==> src/rtl/baud_pkg.sv <==
package baud_pkg;
  localparam int INT_W  = 16;
  localparam int FRAC_W = 6;
  localparam int PRE_W  = 3;
  localparam int GRP_W  = 4;

  typedef enum logic [1:0] {
    OVS_16  = 2'b00,
    OVS_8   = 2'b01,
    OVS_3   = 2'b10,
    OVS_RSV = 2'b11
  } ovs_e;

  typedef struct packed {
    logic [PRE_W-1:0]  pre;
    logic [INT_W-1:0]  ibrd;
    logic [FRAC_W-1:0] fbrd;
    logic [GRP_W-1:0]  last;  // group length minus one
  } baud_cfg_t;

  function automatic logic [GRP_W-1:0] ovs_last(input logic [1:0] sel, input logic coded);
    case (ovs_e'(sel))
      OVS_8:   ovs_last = GRP_W'(7);
      OVS_3:   ovs_last = coded ? GRP_W'(7) : GRP_W'(2);
      default: ovs_last = GRP_W'(15);
    endcase
  endfunction
endpackage

==> src/rtl/baud_cfg_latch.sv <==
module baud_cfg_latch
  import baud_pkg::*;
(
  input  logic              clk_i,
  input  logic              rst_ni,
  input  logic              en_i,
  input  logic [PRE_W-1:0]  pre_i,
  input  logic [INT_W-1:0]  ibrd_i,
  input  logic [FRAC_W-1:0] fbrd_i,
  input  logic [1:0]        ovs_i,
  input  logic              coded_i,
  output baud_cfg_t         cfg_o
);
  baud_cfg_t cfg_q;

  always_ff @(posedge clk_i or negedge rst_ni) begin
    if (!rst_ni) cfg_q <= '0;
    else if (!en_i) begin
      cfg_q.pre  <= pre_i;
      cfg_q.ibrd <= ibrd_i;
      cfg_q.fbrd <= fbrd_i;
      cfg_q.last <= ovs_last(ovs_i, coded_i);
    end
  end

  assign cfg_o = cfg_q;

  assert_cfg_hold_R8: assert property (@(posedge clk_i) disable iff (!rst_ni)
    en_i |=> $stable(cfg_q));

  assert_coded_promote_R7: assert property (@(posedge clk_i) disable iff (!rst_ni)
    (!en_i && ovs_i == 2'b10 && coded_i) |=> (cfg_q.last == GRP_W'(7)));
endmodule

==> src/rtl/baud_prescaler.sv <==
module baud_prescaler #(
  parameter int PRE_W = baud_pkg::PRE_W
) (
  input  logic             clk_i,
  input  logic             rst_ni,
  input  logic             run_i,
  input  logic [PRE_W-1:0] ratio_i,  // divide by ratio_i + 1
  output logic             tick_o
);
  logic [PRE_W-1:0] cnt_q;
  logic             wrap;

  assign wrap   = (cnt_q == ratio_i);
  assign tick_o = run_i && wrap;

  always_ff @(posedge clk_i or negedge rst_ni) begin
    if (!rst_ni)              cnt_q <= '0;
    else if (!run_i || wrap)  cnt_q <= '0;
    else                      cnt_q <= cnt_q + 1'b1;
  end

  assert_pre_spacing_R5: assert property (@(posedge clk_i) disable iff (!rst_ni)
    (tick_o && ratio_i != '0 && $stable(ratio_i)) |=> !tick_o);
endmodule

==> src/rtl/baud_frac_div.sv <==
module baud_frac_div #(
  parameter int INT_W  = baud_pkg::INT_W,
  parameter int FRAC_W = baud_pkg::FRAC_W
) (
  input  logic              clk_i,
  input  logic              rst_ni,
  input  logic              run_i,
  input  logic              step_i,
  input  logic [INT_W-1:0]  ibrd_i,
  input  logic [FRAC_W-1:0] fbrd_i,
  output logic              tick_o
);
  logic [INT_W-1:0]  cnt_q;
  logic [FRAC_W-1:0] acc_q;
  logic              stretch_q;
  logic [INT_W:0]    end_val;
  logic [FRAC_W:0]   acc_sum;
  logic              last;

  // a long period holds one extra prescaled step
  assign end_val = {1'b0, ibrd_i} + {{INT_W{1'b0}}, stretch_q} - 1'b1;
  assign acc_sum = {1'b0, acc_q} + {1'b0, fbrd_i};
  assign last    = ({1'b0, cnt_q} == end_val);
  assign tick_o  = run_i && step_i && last;

  always_ff @(posedge clk_i or negedge rst_ni) begin
    if (!rst_ni) begin
      cnt_q     <= '0;
      acc_q     <= '0;
      stretch_q <= 1'b0;
    end else if (!run_i) begin
      cnt_q     <= '0;
      acc_q     <= '0;
      stretch_q <= 1'b0;
    end else if (step_i) begin
      if (last) begin
        cnt_q     <= '0;
        acc_q     <= acc_sum[FRAC_W-1:0];
        stretch_q <= acc_sum[FRAC_W];
      end else begin
        cnt_q <= cnt_q + 1'b1;
      end
    end
  end

  assert_stretch_needs_frac_R3: assert property (@(posedge clk_i) disable iff (!rst_ni)
    (run_i && fbrd_i == '0 && $past(run_i) && $stable(fbrd_i) && $past(fbrd_i) == '0
     && $past(stretch_q) == 1'b0) |-> !stretch_q);
endmodule

==> src/rtl/baud_bit_group.sv <==
module baud_bit_group #(
  parameter int GRP_W = baud_pkg::GRP_W
) (
  input  logic             clk_i,
  input  logic             rst_ni,
  input  logic             run_i,
  input  logic             smp_i,
  input  logic [GRP_W-1:0] last_i,
  output logic             bit_o
);
  logic [GRP_W-1:0] grp_q;

  assign bit_o = smp_i && (grp_q == last_i);

  always_ff @(posedge clk_i or negedge rst_ni) begin
    if (!rst_ni)      grp_q <= '0;
    else if (!run_i)  grp_q <= '0;
    else if (bit_o)   grp_q <= '0;
    else if (smp_i)   grp_q <= grp_q + 1'b1;
  end

  assert_bit_on_sample_R6: assert property (@(posedge clk_i) disable iff (!rst_ni)
    bit_o |-> smp_i);

  assert_grp_range_R6: assert property (@(posedge clk_i) disable iff (!rst_ni)
    (run_i && $past(run_i) && $stable(last_i)) |-> (grp_q <= last_i));
endmodule

==> src/rtl/baud_tick_gen.sv <==
module baud_tick_gen
  import baud_pkg::*;
(
  input  logic              clk_i,
  input  logic              rst_ni,
  input  logic              en_i,
  input  logic [PRE_W-1:0]  prescale_i,
  input  logic [INT_W-1:0]  int_div_i,
  input  logic [FRAC_W-1:0] frac_div_i,
  input  logic [1:0]        ovs_sel_i,
  input  logic              coded_line_i,
  output logic              sample_tick_o,
  output logic              bit_tick_o
);
  baud_cfg_t cfg;
  logic      run;
  logic      pre_tick;
  logic      smp;
  logic      bit_t;

  baud_cfg_latch u_cfg (
    .clk_i   (clk_i),
    .rst_ni  (rst_ni),
    .en_i    (en_i),
    .pre_i   (prescale_i),
    .ibrd_i  (int_div_i),
    .fbrd_i  (frac_div_i),
    .ovs_i   (ovs_sel_i),
    .coded_i (coded_line_i),
    .cfg_o   (cfg)
  );

  // zero whole divisor inhibits everything
  assign run = en_i && (cfg.ibrd != '0);

  baud_prescaler #(.PRE_W(PRE_W)) u_pre (
    .clk_i   (clk_i),
    .rst_ni  (rst_ni),
    .run_i   (run),
    .ratio_i (cfg.pre),
    .tick_o  (pre_tick)
  );

  baud_frac_div #(.INT_W(INT_W), .FRAC_W(FRAC_W)) u_div (
    .clk_i  (clk_i),
    .rst_ni (rst_ni),
    .run_i  (run),
    .step_i (pre_tick),
    .ibrd_i (cfg.ibrd),
    .fbrd_i (cfg.fbrd),
    .tick_o (smp)
  );

  baud_bit_group #(.GRP_W(GRP_W)) u_grp (
    .clk_i  (clk_i),
    .rst_ni (rst_ni),
    .run_i  (run),
    .smp_i  (smp),
    .last_i (cfg.last),
    .bit_o  (bit_t)
  );

  assign sample_tick_o = smp;
  assign bit_tick_o    = bit_t;

  assert_no_tick_zero_div_R2: assert property (@(posedge clk_i) disable iff (!rst_ni)
    (cfg.ibrd == '0) |-> (!sample_tick_o && !bit_tick_o));

  assert_idle_when_off_R1: assert property (@(posedge clk_i) disable iff (!rst_ni)
    !en_i |-> (!sample_tick_o && !bit_tick_o));
endmodule

==> config.mk <==
export PLATFORM = sky130hd
export DESIGN_NAME = baud_tick_gen
export DESIGN_NICKNAME = d
export VERILOG_FILES = /design/src/rtl/baud_pkg.sv /design/src/rtl/baud_cfg_latch.sv /design/src/rtl/baud_prescaler.sv /design/src/rtl/baud_frac_div.sv /design/src/rtl/baud_bit_group.sv /design/src/rtl/baud_tick_gen.sv
export SDC_FILE = /design/constraint.sdc
export NUM_CORES = 1
export LEC_CHECK = 0
export ABC_AREA = 1
export BUFFER_PORTS_ARGS = -buffer_cell sky130_fd_sc_hd__clkbuf_2
export CAP_MARGIN = 20
export CORE_MARGIN = 2
export CORE_UTILIZATION = 64
export CTS_BUF_LIST = sky130_fd_sc_hd__clkbuf_4 sky130_fd_sc_hd__clkbuf_8
export DETAILED_ROUTE_END_ITERATION = 8
export PLACE_DENSITY = 0.85
export SLEW_MARGIN = 20
export SYNTH_ARGS = -nofsm -noshare
export SYNTH_HDL_FRONTEND = slang
export SYNTH_SLANG_ARGS = --single-unit
==> constraint.sdc <==
create_clock -name clk_i -period 3.2 [get_ports clk_i]
set_clock_uncertainty 0.05 [all_clocks]
set_input_delay 0.16 -clock clk_i [delete_from_list [all_inputs] [get_ports clk_i]]
set_output_delay 0.16 -clock clk_i [all_outputs]
set_load 0.01 [all_outputs]
==> run_results.csv <==
group,metric,value,unit
synth,synth_nets,531,
worst_setup_path,timing.critical_path.required,2990,ps
worst_hold_path,hold_path.startpoint,"int_div_i[0]",
global_routing,grt_pass1_vias,3271,
synth,synth_fa_ha_area_share,5.015,%
clock_network,cts_buf_count,9,
synth,main_combinational_cell_family_by_area_after_synthesis,"simple AND/OR/NAND/NOR gates",
global_routing,antenna_found_initial,0,
placed_design,preCtsSetupSlack,400.2,ps
floorplanning,height_of_the_die,79.44,um
power_and_ir_drop,total_leakage_power,2.199,nW
drt,postRouteWirelength,8610,um
drt,vias_per_cell,5.384,
synth,yosys-mux-area-fraction,0,%
sta,hold_viol,0,
clock_network,clock_tree.buffer_depth,2,
drt,via_count,3338,
sta,fin_setup_tns,0,ps
worst_hold_path,min_delay_worst_endpoint,"u_cfg.cfg_o[10]",
floorplanning,num_io_pins,33,
clock_network,cts.htree.levels,3,
worst_setup_path,regToRegStartpoint,"u_cfg.cfg_o[10]",
worst_setup_path,worst-path-max-fanout,6,
sta,slew_headroom,51.81,%
worst_setup_path,beginning_of_the_critical_path,"u_cfg.cfg_o[10]",
worst_setup_path,setup.worst_path.class,"flip-flop to output port",
global_routing,maximum_number_of_pins_on_one_net_before_global_route_repair,59,
drt,ant_nets,0,
drt,route.top_layer_used,"met4",
layout,count_of_antenna_diodes_in_the_layout,0,
clock_network,cts-root-buf,"sky130_fd_sc_hd__clkbuf_8",
synth,netlist_area,3642,um^2
synth,yosys.area_share.xor_xnor,6.733,%
worst_setup_path,critPathCaptureType,"output port",
synth,postSynthCellCount,486,
floorplanning,placementRows,27,
global_routing,gr-usage-all-layers,30.29,%
synth,synth_enable_flop_cells,0,
synth,synth_cell_type_count,38,
drt,first_iter_violations,257,
floorplanning,floorplan.initialDensity,66.14,%
sta,layout_min_cycle_time,2930,ps
worst_hold_path,min_path_cells,3,
sta,unrepaired_setup_endpoints_after_global_routing,"false",
status,outcome,"finished clean",
floorplanning,design.core.area,5507,um^2
sta,maxClockFrequency,341.3,MHz
sta,fin_ws,269.8,ps
worst_setup_path,worstPathArrival,2720,ps
placed_design,placement.io_buffers,32,
placed_design,detailedPlacementHpwl,5855,um
sta,tightest_slew,722.8,ps
sta,setup-violations-final,0,
worst_setup_path,timing.critical_path.from_type,"flip-flop",
drt,avgRoutedWirePerCell,13.89,um
drt,dr_wl_met3,459,um
drt,detail_route.drc_violations,0,
worst_setup_path,r2r_slack,300,ps
layout,post-route-util,77.87,%
clock_network,cts.sink_count,58,
global_routing,grt_first_pass_wirelength,14610,um
clock_network,clock_edge_transition_at_the_registers_on_the_reported_setup_and_hold_paths,60,ps
sta,maxSlewViolCount,0,
layout,post_route_cells_drive_above_1_share,15.69,%
synth,synth_compound_gate_area_share,4.947,%
sta,final.period_utilization,91.57,%
worst_setup_path,r2r_end,"u_grp.grp_q[3]",
power_and_ir_drop,vdd_drop_max,0.3090,mV
worst_setup_path,ff2ff_path_depth,15,
layout,syn_to_final_growth,17.73,%
floorplanning,die_area,6311,um^2
synth,synthesis.area_per_instance,7.494,um^2
job,maxCapViolCount,0,
synth,synth_top_flop_cell,"sky130_fd_sc_hd__dfrtp_1",
power_and_ir_drop,pwr_density_cell,441.0,nW/um^2
clock_network,cts_tree,"built",
floorplanning,die-width,79.44,um
synth,portion_of_the_post_synthesis_area_used_by_sequential_elements,39.85,%
global_routing,global_route.overflow_total,0,
worst_hold_path,hold_path.class,"input pin to flip-flop",
layout,final_net_count,589,
synth,flops_latches_synth,58,
clock_network,postCtsSetupRepairBufs,0,
synth,yosys.area_share.simple,36.45,%
drt,routedLengthMet1,3657,um
drt,drt_first_pass_iters,5,
drt,wl_met2,4282,um
power_and_ir_drop,total_power,1.891,mW
synth,yosys_warn_count,0,
clock_network,clk_latency,330,ps
synth,synth_async_sr_flop_share,100.0,%
placed_design,gp_congestion,0.9018,
==> final cells by class <==
cell class,instances,area [um^2]
timing repair buffer,57,405.4
fill,359,1219
clock buffer,13,172.7
sequential,58,1451
multi-input combinational,366,1936
inverter,52,197.7
clock inverter,2,35.03
tap,72,90.09
==> synth_stat cells (2+ instances only) <==
cell,count,area (um^2)
sky130_fd_sc_hd__nand3b_1,9,67.56
sky130_fd_sc_hd__nand3_1,35,175.2
sky130_fd_sc_hd__xnor2_1,12,105.1
sky130_fd_sc_hd__a21oi_1,9,45.04
sky130_fd_sc_hd__clkbuf_1,5,18.77
sky130_fd_sc_hd__inv_2,5,18.77
sky130_fd_sc_hd__nor3_1,6,30.03
sky130_fd_sc_hd__dfrtp_1,58,1451
sky130_fd_sc_hd__nor2_2,14,87.58
sky130_fd_sc_hd__buf_6,2,22.52
sky130_fd_sc_hd__nand2_2,3,18.77
sky130_fd_sc_hd__nand3_2,5,50.05
sky130_fd_sc_hd__ha_1,13,162.7
sky130_fd_sc_hd__xor2_1,16,140.1
sky130_fd_sc_hd__nor2_1,46,172.7
sky130_fd_sc_hd__o21ai_0,20,100.1
sky130_fd_sc_hd__nand2_1,160,600.6
sky130_fd_sc_hd__nor2_4,4,45.04
sky130_fd_sc_hd__clkinv_1,2,7.510
sky130_fd_sc_hd__inv_1,44,165.2
==> routing by layer <==
layer | vias to the layer above | global-route usage [%]
li1 | 1635 | -
met1 | 1557 | 37.67
met2 | 118 | 50.76
met3 | 28 | 5.995
met4 | 0 | 14.14
met5 | - | 0
==> worst max path at each step <==
stage	end	slack [ps]	cells past startpoint
final	bit_tick_o	270	14
after global routing	bit_tick_o	10	14
after CTS	bit_tick_o	320	14
after detailed placement	u_grp.grp_q[3]	400	15
after global placement	u_div.stretch_q	560	14
after floorplan	u_div.acc_q[4]	1090	15
==> layout by cell type, fill, tap and decap left out, types with 2 or more instances in the layout <==
cell type                       instances
sky130_fd_sc_hd__dlygate4sd3_1         23
sky130_fd_sc_hd__nand2_2                3
sky130_fd_sc_hd__xnor2_1               12
sky130_fd_sc_hd__nand2_1              160
sky130_fd_sc_hd__nor2_1                46
sky130_fd_sc_hd__nor2_2                14
sky130_fd_sc_hd__nor2_4                 4
sky130_fd_sc_hd__a21oi_1                9
sky130_fd_sc_hd__clkbuf_2              32
sky130_fd_sc_hd__nand3b_1               9
sky130_fd_sc_hd__dfrtp_1               58
sky130_fd_sc_hd__clkinv_1               2
sky130_fd_sc_hd__clkbuf_8              12
sky130_fd_sc_hd__xor2_1                16
sky130_fd_sc_hd__ha_1                  13
sky130_fd_sc_hd__nor3_1                 6
sky130_fd_sc_hd__inv_1                 44
sky130_fd_sc_hd__inv_2                  5
sky130_fd_sc_hd__o21ai_0               20
sky130_fd_sc_hd__nand3_1               35
sky130_fd_sc_hd__nand3_2                5
sky130_fd_sc_hd__buf_4                  2
==> through the flow <==
step	cells	hold WS (ps)	cell area, um^2
global placement	582	294.8	3850
floorplan	486	-185.6	3642
finish	620	6.327	4288
global route	620	8.440	4288
detailed placement	582	293.4	3850
CTS	620	9.650	4288
==> critical path, stage by stage (launching register included) <==
cell                       delay, ps
sky130_fd_sc_hd__dfrtp_1         380
sky130_fd_sc_hd__inv_1            70
sky130_fd_sc_hd__ha_1            220
sky130_fd_sc_hd__ha_1            310
sky130_fd_sc_hd__nand3_4         140
sky130_fd_sc_hd__nor2_4          190
sky130_fd_sc_hd__nand2_1          70
sky130_fd_sc_hd__nand2_1          60
sky130_fd_sc_hd__nand2_1          50
sky130_fd_sc_hd__nor2_1          150
sky130_fd_sc_hd__nand3_1         150
sky130_fd_sc_hd__nor2_4          200
sky130_fd_sc_hd__nand3_2         150
sky130_fd_sc_hd__inv_1           110
sky130_fd_sc_hd__clkbuf_2        130
==> flip-flops by register name, indices dropped and copies added (netlist names) <==
signal,count
u_div.stretch_q,1
u_grp.grp_q,4
u_pre.cnt_q,3
u_div.acc_q,6
u_cfg.cfg_o,28
u_div.cnt_q,16
==> report_power, final <==
part / total, mW / switching (mW) / internal, mW
clock: 0.708 / 0.281 / 0.427
sequential: 0.839 / 0.0554 / 0.784
combinational: 0.344 / 0.207 / 0.137
total: 1.89 / 0.543 / 1.35
==> cell families after synthesis <==
family,count (synthesis)
AOI/OAI and AO/OA,34
xor gates and xnor gates,28
buffers and inverters,62
adders and majority gates,14
DFF,58
and+or+nand+nor,290
==> repair_timing <==
item,CTS,global route
resized for setup,0,0
endpoints found under the hold margin,80,0
hold buffers,23,0
Power figures use the tool's default switching activity.
